==> config.mk <==
export PLATFORM = sky130hd
export DESIGN_NAME = shadow_commit_ctrl
export DESIGN_NICKNAME = d
export VERILOG_FILES = /design/src/rtl/scc_pkg.sv /design/src/rtl/scc_shadow_bank.sv /design/src/rtl/scc_commit_ctrl.sv /design/src/rtl/scc_active_bank.sv /design/src/rtl/scc_read_mux.sv /design/src/rtl/shadow_commit_ctrl.sv
export SDC_FILE = /design/constraint.sdc
export NUM_CORES = 1
export LEC_CHECK = 0
export BUFFER_PORTS_ARGS = -buffer_cell sky130_fd_sc_hd__buf_2
export CORE_MARGIN = 2
export CORE_UTILIZATION = 52
export DETAILED_ROUTE_END_ITERATION = 16
export PLACE_DENSITY = 0.75
export SLEW_MARGIN = 20
export SYNTH_ARGS = -nofsm -noshare
export SYNTH_HDL_FRONTEND = slang
export SYNTH_SLANG_ARGS = --single-unit
export TNS_END_PERCENT = 30
==> constraint.sdc <==
create_clock -name clk -period 2.3 [get_ports clk]
set_clock_uncertainty 0.2 [all_clocks]
set_input_delay 0.575 -clock clk [delete_from_list [all_inputs] [get_ports clk]]
set_output_delay 0.575 -clock clk [all_outputs]
set_load 0.01 [all_outputs]
==> src/rtl/scc_pkg.sv <==
// Package: shared helpers for the shadow commit controller.
// Assumes: words are at most 64 bits wide.
package scc_pkg;
    // Reset value of word idx: the base plus the word index.
    function automatic logic [63:0] reg_default(logic [63:0] base, int unsigned idx);
        return base + 64'(idx);
    endfunction
endpackage

==> src/rtl/scc_shadow_bank.sv <==
// Module: shadow copy of the configuration words, written by the bus.
// Assumes: NUM_REGS <= 2**ADDR_W; writes to other addresses are dropped.
module scc_shadow_bank #(
    parameter int NUM_REGS = 8,
    parameter int DATA_W = 32,
    parameter int ADDR_W = 4,
    parameter logic [DATA_W-1:0] RESET_BASE = '0
) (
    input  logic                       clk,
    input  logic                       rst_n,
    input  logic                       wr_en,
    input  logic [ADDR_W-1:0]          wr_addr,
    input  logic [DATA_W-1:0]          wr_data,
    output logic [NUM_REGS*DATA_W-1:0] shadow_flat
);
    for (genvar i = 0; i < NUM_REGS; i++) begin : g_word
        localparam logic [DATA_W-1:0] DEF =
            DATA_W'(scc_pkg::reg_default(64'(RESET_BASE), i));
        // Hold word i: load the default during reset, take bus data on a matching write.
        always_ff @(posedge clk) begin
            if (!rst_n)
                shadow_flat[i*DATA_W +: DATA_W] <= DEF;
            else if (wr_en && (wr_addr == ADDR_W'(i)))
                shadow_flat[i*DATA_W +: DATA_W] <= wr_data;
        end
    end
endmodule

==> src/rtl/scc_commit_ctrl.sv <==
// Module: request tracking and the commit decision.
// Assumes: frame_start and update_req are single-cycle pulses; protect is a level.
module scc_commit_ctrl (
    input  logic clk,
    input  logic rst_n,
    input  logic update_req,
    input  logic protect,
    input  logic frame_start,
    output logic update_pending,
    output logic commit
);
    // Commit only on a strobe that meets an earlier request with protect low.
    always_comb commit = frame_start && update_pending && !protect;

    // Track the request; a request in the commit cycle stays pending.
    always_ff @(posedge clk) begin
        if (!rst_n)
            update_pending <= 1'b0;
        else
            update_pending <= update_req || (update_pending && !commit);
    end
endmodule

==> src/rtl/scc_active_bank.sv <==
// Module: active copy, loaded from the whole shadow copy in one edge.
// Assumes: commit is a single-cycle pulse from scc_commit_ctrl.
module scc_active_bank #(
    parameter int NUM_REGS = 8,
    parameter int DATA_W = 32,
    parameter logic [DATA_W-1:0] RESET_BASE = '0
) (
    input  logic                       clk,
    input  logic                       rst_n,
    input  logic                       commit,
    input  logic [NUM_REGS*DATA_W-1:0] shadow_flat,
    output logic [NUM_REGS*DATA_W-1:0] active_flat
);
    for (genvar i = 0; i < NUM_REGS; i++) begin : g_word
        localparam logic [DATA_W-1:0] DEF =
            DATA_W'(scc_pkg::reg_default(64'(RESET_BASE), i));
        // Hold active word i: load the default during reset, copy the shadow word on commit.
        always_ff @(posedge clk) begin
            if (!rst_n)
                active_flat[i*DATA_W +: DATA_W] <= DEF;
            else if (commit)
                active_flat[i*DATA_W +: DATA_W] <= shadow_flat[i*DATA_W +: DATA_W];
        end
    end
endmodule

==> src/rtl/scc_read_mux.sv <==
// Module: combinational word select from a flat bank.
// Assumes: an address outside the bank reads as zero.
module scc_read_mux #(
    parameter int NUM_REGS = 8,
    parameter int DATA_W = 32,
    parameter int ADDR_W = 4
) (
    input  logic [ADDR_W-1:0]          rd_addr,
    input  logic [NUM_REGS*DATA_W-1:0] bank_flat,
    output logic [DATA_W-1:0]          rd_data
);
    // Pick the addressed word; no match gives zero.
    always_comb begin
        rd_data = '0;
        for (int i = 0; i < NUM_REGS; i++)
            if (rd_addr == ADDR_W'(i))
                rd_data = bank_flat[i*DATA_W +: DATA_W];
    end
endmodule

==> src/rtl/shadow_commit_ctrl.sv <==
// Module: top of the shadow register commit controller.
// Tracks bus writes in a shadow copy and moves them to the active copy at a
// frame boundary when an update is pending and protect is low.
// Assumes: NUM_REGS <= 2**ADDR_W; synchronous active-low reset.
module shadow_commit_ctrl #(
    parameter int NUM_REGS = 8,
    parameter int DATA_W = 32,
    parameter int ADDR_W = 4,
    parameter logic [DATA_W-1:0] RESET_BASE = DATA_W'(32'h0000_1000)
) (
    input  logic                       clk,
    input  logic                       rst_n,
    input  logic                       wr_en,
    input  logic [ADDR_W-1:0]          wr_addr,
    input  logic [DATA_W-1:0]          wr_data,
    input  logic [ADDR_W-1:0]          rd_addr,
    output logic [DATA_W-1:0]          rd_shadow_data,
    output logic [DATA_W-1:0]          rd_active_data,
    input  logic                       frame_start,
    input  logic                       protect,
    input  logic                       update_req,
    output logic                       update_pending,
    output logic [NUM_REGS*DATA_W-1:0] active_flat
);
    localparam int BANK_W = NUM_REGS * DATA_W;

    logic [BANK_W-1:0] shadow_flat;
    logic              commit;

    scc_shadow_bank #(.NUM_REGS(NUM_REGS), .DATA_W(DATA_W), .ADDR_W(ADDR_W),
                      .RESET_BASE(RESET_BASE)) u_shadow (
        .clk(clk), .rst_n(rst_n), .wr_en(wr_en), .wr_addr(wr_addr),
        .wr_data(wr_data), .shadow_flat(shadow_flat));

    scc_commit_ctrl u_ctrl (
        .clk(clk), .rst_n(rst_n), .update_req(update_req), .protect(protect),
        .frame_start(frame_start), .update_pending(update_pending), .commit(commit));

    scc_active_bank #(.NUM_REGS(NUM_REGS), .DATA_W(DATA_W),
                      .RESET_BASE(RESET_BASE)) u_active (
        .clk(clk), .rst_n(rst_n), .commit(commit), .shadow_flat(shadow_flat),
        .active_flat(active_flat));

    scc_read_mux #(.NUM_REGS(NUM_REGS), .DATA_W(DATA_W), .ADDR_W(ADDR_W)) u_rd_shadow (
        .rd_addr(rd_addr), .bank_flat(shadow_flat), .rd_data(rd_shadow_data));

    scc_read_mux #(.NUM_REGS(NUM_REGS), .DATA_W(DATA_W), .ADDR_W(ADDR_W)) u_rd_active (
        .rd_addr(rd_addr), .bank_flat(active_flat), .rd_data(rd_active_data));
endmodule

==> results of run 1 <==
-- metal layers --
layer | routed length (um) | share of wire | track usage | up-vias
met5 | 50 | 0.00052 | 0 | -
met2 | 44600 | 0.47 | 0.608 | 1391
li1 | - | - | - | 11500
met4 | 9000 | 0.094 | 0.302 | 8
met3 | 8430 | 0.088 | 0.0676 | 411
met1 | 33400 | 0.35 | 0.406 | 11900
-- path summary, 6_finish.rpt --
| path | start | endpoint | cells after the start |
|---|---|---|---|
| hold / removal | update_req | u_ctrl.update_pending | 3 |
| hold reg to reg | u_shadow.shadow_flat[102] | u_active.active_flat[102] | 2 |
| setup / recovery | rd_addr[3] | rd_active_data[8] | 7 |
| setup reg to reg | u_ctrl.update_pending | u_active.active_flat[213] | 6 |
-- placed cells by master (no fill, tap or decap), types with 8 or more instances in the layout --
cell / count
nand2_1: 1152
dfxtp_1: 513
a21boi_0: 453
buf_2: 359
nor2_1: 193
o21ai_0: 159
buf_4: 150
buf_12: 66
nand2b_1: 65
mux2i_1: 64
inv_1: 64
a22oi_1: 62
o221ai_2: 62
clkbuf_16: 59
nand3_1: 37
a31oi_1: 34
a31oi_2: 24
o21ai_2: 20
a21boi_1: 19
clkbuf_8: 15
clkbuf_1: 12
diode_2: 9
o21ai_1: 9
buf_6: 8
-- worst max-delay path, delay by kind of cell --
| family | cells | cell delay, ns |
|---|---|---|
| AO/OA/AOI/OAI | 3 | 0.43 |
| AND/OR/NAND/NOR | 1 | 0.67 |
| buffers and inverters | 3 | 0.52 |
-- cell families after synthesis --
logic type	share of synthesized area
AND/OR/NAND/NOR	0.238
AO/OA/AOI/OAI	0.249
flip-flops	0.419
buffers and inverters	0.0682
multiplexers	0.0261
-- layout make-up --
class                   count  share of cell area
multi-input cells        2398               0.431
well taps                 607              0.0246
inverters                  64             0.00778
clock buffers              80              0.0511
flip-flops and latches    513               0.332
clock inverters             9             0.00397
repair buffers            595               0.149
diodes                      9            0.000729
-- per-stage QoR --
stage          total power [mW]  setup TNS (ns)  hold WS, ns  instance area, sq um
2_1_floorplan              10.3          -17.97        0.248                 24800
3_3_place_gp               11.1          -37.07        0.262                 28500
3_5_place_dp               11.1          -37.55        0.266                 28500
4_1_cts                    19.6          -35.40       0.0115                 30400
5_1_grt                    20.2          -38.22       0.0597                 30900
6_report                   19.7          -37.39       0.0243                 30900
-- power breakdown --
group	total, mW	switching, mW	leakage, nW	internal [mW]
Clock	8.64	3.63	0.837	5.01
Sequential	9.05	0.0771	4.14	8.97
Combinational	2.04	1.25	6.71	0.796
-- what timing repair did --
action,4_1_cts,5_1_grt
pin swaps,5,3
gates cloned,0,7
buffers inserted,0,10
hold buffers,0,0
endpoints found under the setup margin,64,64
gates resized for setup,45,76
-- flip-flops by register name, summed over array words and instances, names as in the netlist --
signal / count
u_active.active_flat: 256
u_ctrl.update_pending: 1
u_shadow.shadow_flat: 256
-- Yosys cell counts, drive strengths merged (64+ instances only) --
master / count / area (sq um)
o21ai: 192 / 968
a22oi: 64 / 480
nand2b: 66 / 413
dfxtp: 513 / 10300
nor2: 197 / 739
a31oi: 64 / 400
buf: 108 / 658
a21boi: 472 / 3540
o221ai: 64 / 679
clkbuf: 206 / 774
inv: 64 / 240
nand2: 1152 / 4320
mux2i: 64 / 641
==> key figures, run 1 <==
Run status
  • Failing checks: negative setup slack
  • Status: finished, violations left

Finish
  • Area Overhead vs Synth: 25.9%
  • Core Util, Final: 0.664
  • Layout cells sized above 1: 0.221
  • Post-route non-filler standard cell count: 4275
  • Filler instances: 3925
  • Reg area: 0.0103 sq mm
  • # nets final: between 3000 and 4000
  • Multi-input gate area: 0.0133 sq mm

Yosys
  • Register area share after synthesis: 0.419
  • Synth Instances: around 3300
  • Synth Flop Type: dfxtp_1
  • Yosys Warn Count: 0
  • Syn avg cell area: between 7 and 8 sq um
  • Synth cell types: 34
  • Post-synth ARST share: 0
  • #FFs+latches synth: 513
  • Post-synth EDFFs: 0
  • Syn nets: ~3300
  • Syn Std Cell Area: 0.0245 sq mm

Global route
  • Vias in the first global route: 23300
  • Global-route wire length before repair: 139000 um
  • Overflow after GRT: 0
  • Largest net degree at the start of global routing: 75
  • Total Routing Usage GR: 0.365
  • Antenna violations before repair: 12

Power and ir drop
  • Worst VDD drop: 694 uV
  • Power density cells: 639 mW/mm^2
  • Leakage power: 11.7 nW

Routing
  • Drt first pass iters: 6
  • Iteration-0 DRC Markers: a little over 3000
  • Detailed Route WL: about 95000 um
  • Avg WL per Cell: about 22 um
  • Post-route ant nets: 0
  • Vias: 25200
  • Number of remaining DRC errors: 0
  • Vias per cell: 5.90

Worst setup path
  • CP peak stage delay: about 0.67 ns
  • Arrival time worst endpoint: 2.19 ns
  • Crit Path Max Fanout: 17
  • Crit-path cells: buf_8 > or4b_4 > clkbuf_16 > o21ai_0 > a31oi_1 > o221ai_1 > buf_2
  • CP Data Required Time: 1.52 ns
  • CP startpoint kind: input pin
  • Crit. End Element: primary output
  • Slowest-stage cell, CP: or4b_4
  • R2r setup slk: 0.50 ns
  • Worst setup path class: input pin to primary output

Place
  • IO buf count: 366
  • GPL Wtd Cong: a little under 1
  • Hpwl dp: 64600 um
  • Post-placement setup slack: -0.747 ns
  • Cells after DPL: roughly 4200

STA
  • Unrepaired setup endpoints after global routing: yes
  • Hold Vio Cnt, Final: 0
  • Setup-failing EPs final: 64
  • Min Tclk post-route: 2.96 ns
  • Final critical-path setup slack: -0.664 ns
  • Period Utilization, post-route: 1.29
  • Fmax: 0.337 GHz
  • Normalized max-slew margin: 0.645
  • Slew Limit Fails: 0
  • Worst-Margin Slew: 0.527 ns

CTS
  • Sink Count: about 510
  • Clk_lat worst skew: 0.60 ns
  • Clk root buf: clkbuf_16
  • Clock buffer depth: 3
  • Clock-pin slew on the worst setup and hold paths: 0.06 ns
  • H-tree Lvls: 2
  • TritonCTS clock tree: done
  • Number of CTS-inserted buffers: 52

Run
  • Max-cap viol count: 0

Floorplanning
  • I/O pins: 367
  • FP Rows: 79
  • Initial Util: 0.527
  • Chip Width: 221 um
  • Die height: between 200 and 250 um
  • CORE AREA: 0.0466 sq mm
  • Total Die Area: 0.0489 sq mm

Hold path
  • Hold Path Class: input pin to flip-flop
Note: power is estimated with default switching activity, not from simulation.
==> run 2: changes to the inputs <==
- CORE_UTILIZATION: 52 -> 42
- PLACE_DENSITY: 0.75 -> 0.62
==> key figures, run 2 (synthesis gave the netlist of run 1 again) <==
Place
  • Cells after DPL: 4320
  • Hpwl dp: 66100 um
  • GPL Wtd Cong: 0.893
  • IO buf count: 366
  • Post-placement setup slack: -0.851 ns
  • DP Area: 0.0287 sq mm

Floorplanning
  • Chip Width: around 250 um
  • Total Die Area: 0.0604 sq mm
  • CORE AREA: just under 0.06 sq mm
  • I/O pins: 367
  • Initial Util: 0.425
  • FP Rows: 88
  • Die height: 246 um

Worst setup path
  • CP Data Required Time: approximately 1.5 ns
  • R2r setup slk: 0.50 ns
  • Worst setup path class: input pin to primary output
  • Arrival time worst endpoint: ~2.2 ns
  • CP startpoint kind: input pin
  • FF-to-FF Start: u_ctrl.update_pending
  • Worst Setup SP: rd_addr[1]
  • R2R depth: 6
  • RR Endpoint: u_active.active_flat[64]
  • Crit. End Element: primary output
  • Crit Path Max Fanout: 33

STA
  • Normalized max-slew margin: 0.695
  • Min Tclk post-route: roughly 3 ns
  • Slew Limit Fails: 0
  • Period Utilization, post-route: 1.29
  • Hold Slack: approximately 0.097 ns
  • Final critical-path setup slack: -0.661 ns
  • Hold Vio Cnt, Final: 0
  • Worst-Margin Slew: 0.457 ns
  • Setup-failing EPs final: 64
  • Setup tns final: -37.48 ns
  • Fmax: 0.338 GHz
  • Unrepaired setup endpoints after global routing: yes

Power and ir drop
  • Worst VDD drop: between 600 and 700 uV
  • Power density cells: 630 mW/mm^2
  • Leakage power: roughly 12 nW

Finish
  • Filler instances: roughly 5600
  • Leading cell type in the layout, fill and taps excluded: nand2_1
  • Largest regs: u_active.active_flat x256, u_shadow.shadow_flat x256, u_ctrl.update_pending x1
  • Most frequent cells in the layout: nand2_1 (1152), dfxtp_1 (513), a21boi_0 (453)
  • Layout cells sized above 1: 0.224
  • Area Overhead vs Synth: 28.5%
  • # nets final: approximately 3700
  • Post-route cell area: 0.0315 sq mm
  • Post-route non-filler standard cell count: 4468

CTS
  • Clk_lat worst skew: 0.63 ns
  • Clock buffer depth: 3
  • Number of CTS-inserted buffers: 55
  • Sink Count: between 500 and 600
  • H-tree Lvls: 2
  • TritonCTS clock tree: done
  • Clk root buf: clkbuf_16
  • Clock-pin slew on the worst setup and hold paths: 0.06 ns

Hold path
  • Hold EP: u_active.active_flat[245]
  • Hold path depth: 2
  • Hold Path Class: input pin to flip-flop
  • Hold Path Origin: rst_n

Routing
  • Post-route ant nets: 0
  • Detailed Route WL: about 98000 um
  • Drt first pass iters: 6
  • Vias per cell: 5.50
  • Vias: 24600
  • Number of remaining DRC errors: 0
  • Avg WL per Cell: 21.8 um
  • Iteration-0 DRC Markers: 2392

Global route
  • Global-route wire length before repair: about 140000 um
  • Largest net degree at the start of global routing: 99
  • Overflow after GRT: 0
  • Vias in the first global route: 22700
  • Total Routing Usage GR: 0.306
  • Antenna violations before repair: 13

Run
  • Max-cap viol count: 0

Run status
  • Status: finished, violations left
  • Failing checks: negative setup slack
-- run 2: changes by cell type in the layout (fill, tap and decap cells not counted), moves of 4 or more --
cell       change
o21ai_0       +20
o21ai_2       -16
a31oi_2       +10
clkinv_2       +8
a31oi_1        -6
buf_16         +6
clkbuf_16      +6
a31oi_4        -4
buf_12         +4
o21ai_4        -4
-- run 2: worst max-delay path, cell delays in order --
cell,delay (ns)
buf_8,0.10
or4b_4,0.54
buf_12,0.19
buf_12,0.17
o21ai_0,0.11
a31oi_2,0.12
o221ai_2,0.20
buf_2,0.16
-- run 2: per-layer routing --
metal,track usage,vias to the layer above,part of all wire
met5,0,-,0.00064
met1,0.357,11800,0.38
met2,0.535,947,0.49
met3,0.0479,231,0.069
li1,-,11600,-
met4,0.170,10,0.057
-- run 2: layout make-up --
class / instances / area (sq um) / area share
antenna: 8 / 20.0 / 0.000635
multi-input combinational: 2397 / 13200 / 0.419
clock buffer: 85 / 1650 / 0.0524
tap: 765 / 957 / 0.0304
timing repair buffer: 620 / 5070 / 0.161
clock inverter: 16 / 97.6 / 0.00310
sequential: 513 / 10300 / 0.326
inverter: 64 / 240 / 0.00762
-- run 2: timing repair --
action                                 4_1_cts  5_1_grt
pin swaps                                    3        7
setup endpoints to repair                   64       64
endpoints found under the hold margin        1        0
gates cloned                                 5        9
buffers inserted                             6       19
gates resized for setup                     46       41
hold buffers                                 1        0
-- run 2: how the worst max path moves through the flow --
stage | end | slack (ns)
floorplan | rd_active_data[0] | -0.31
global placement | rd_active_data[26] | -0.83
detailed placement | rd_active_data[14] | -0.85
CTS | rd_active_data[9] | -0.65
global route | rd_shadow_data[22] | -0.72
finish | rd_active_data[12] | -0.66
-- run 2: where the power goes --
group	switching, mW	internal (mW)	leakage (nW)
combinational	1.25	0.862	6.91
clock	3.78	4.92	0.871
sequential	0.0744	8.97	4.14
total	5.11	14.7	11.9
-- run 2: per-stage QoR --
stage,utilization,power (mW)
floorplan,-,10.3
global placement,0.498,11.1
detailed placement,0.498,11.1
CTS,0.536,19.8
global route,0.546,20.5
finish,0.546,19.9
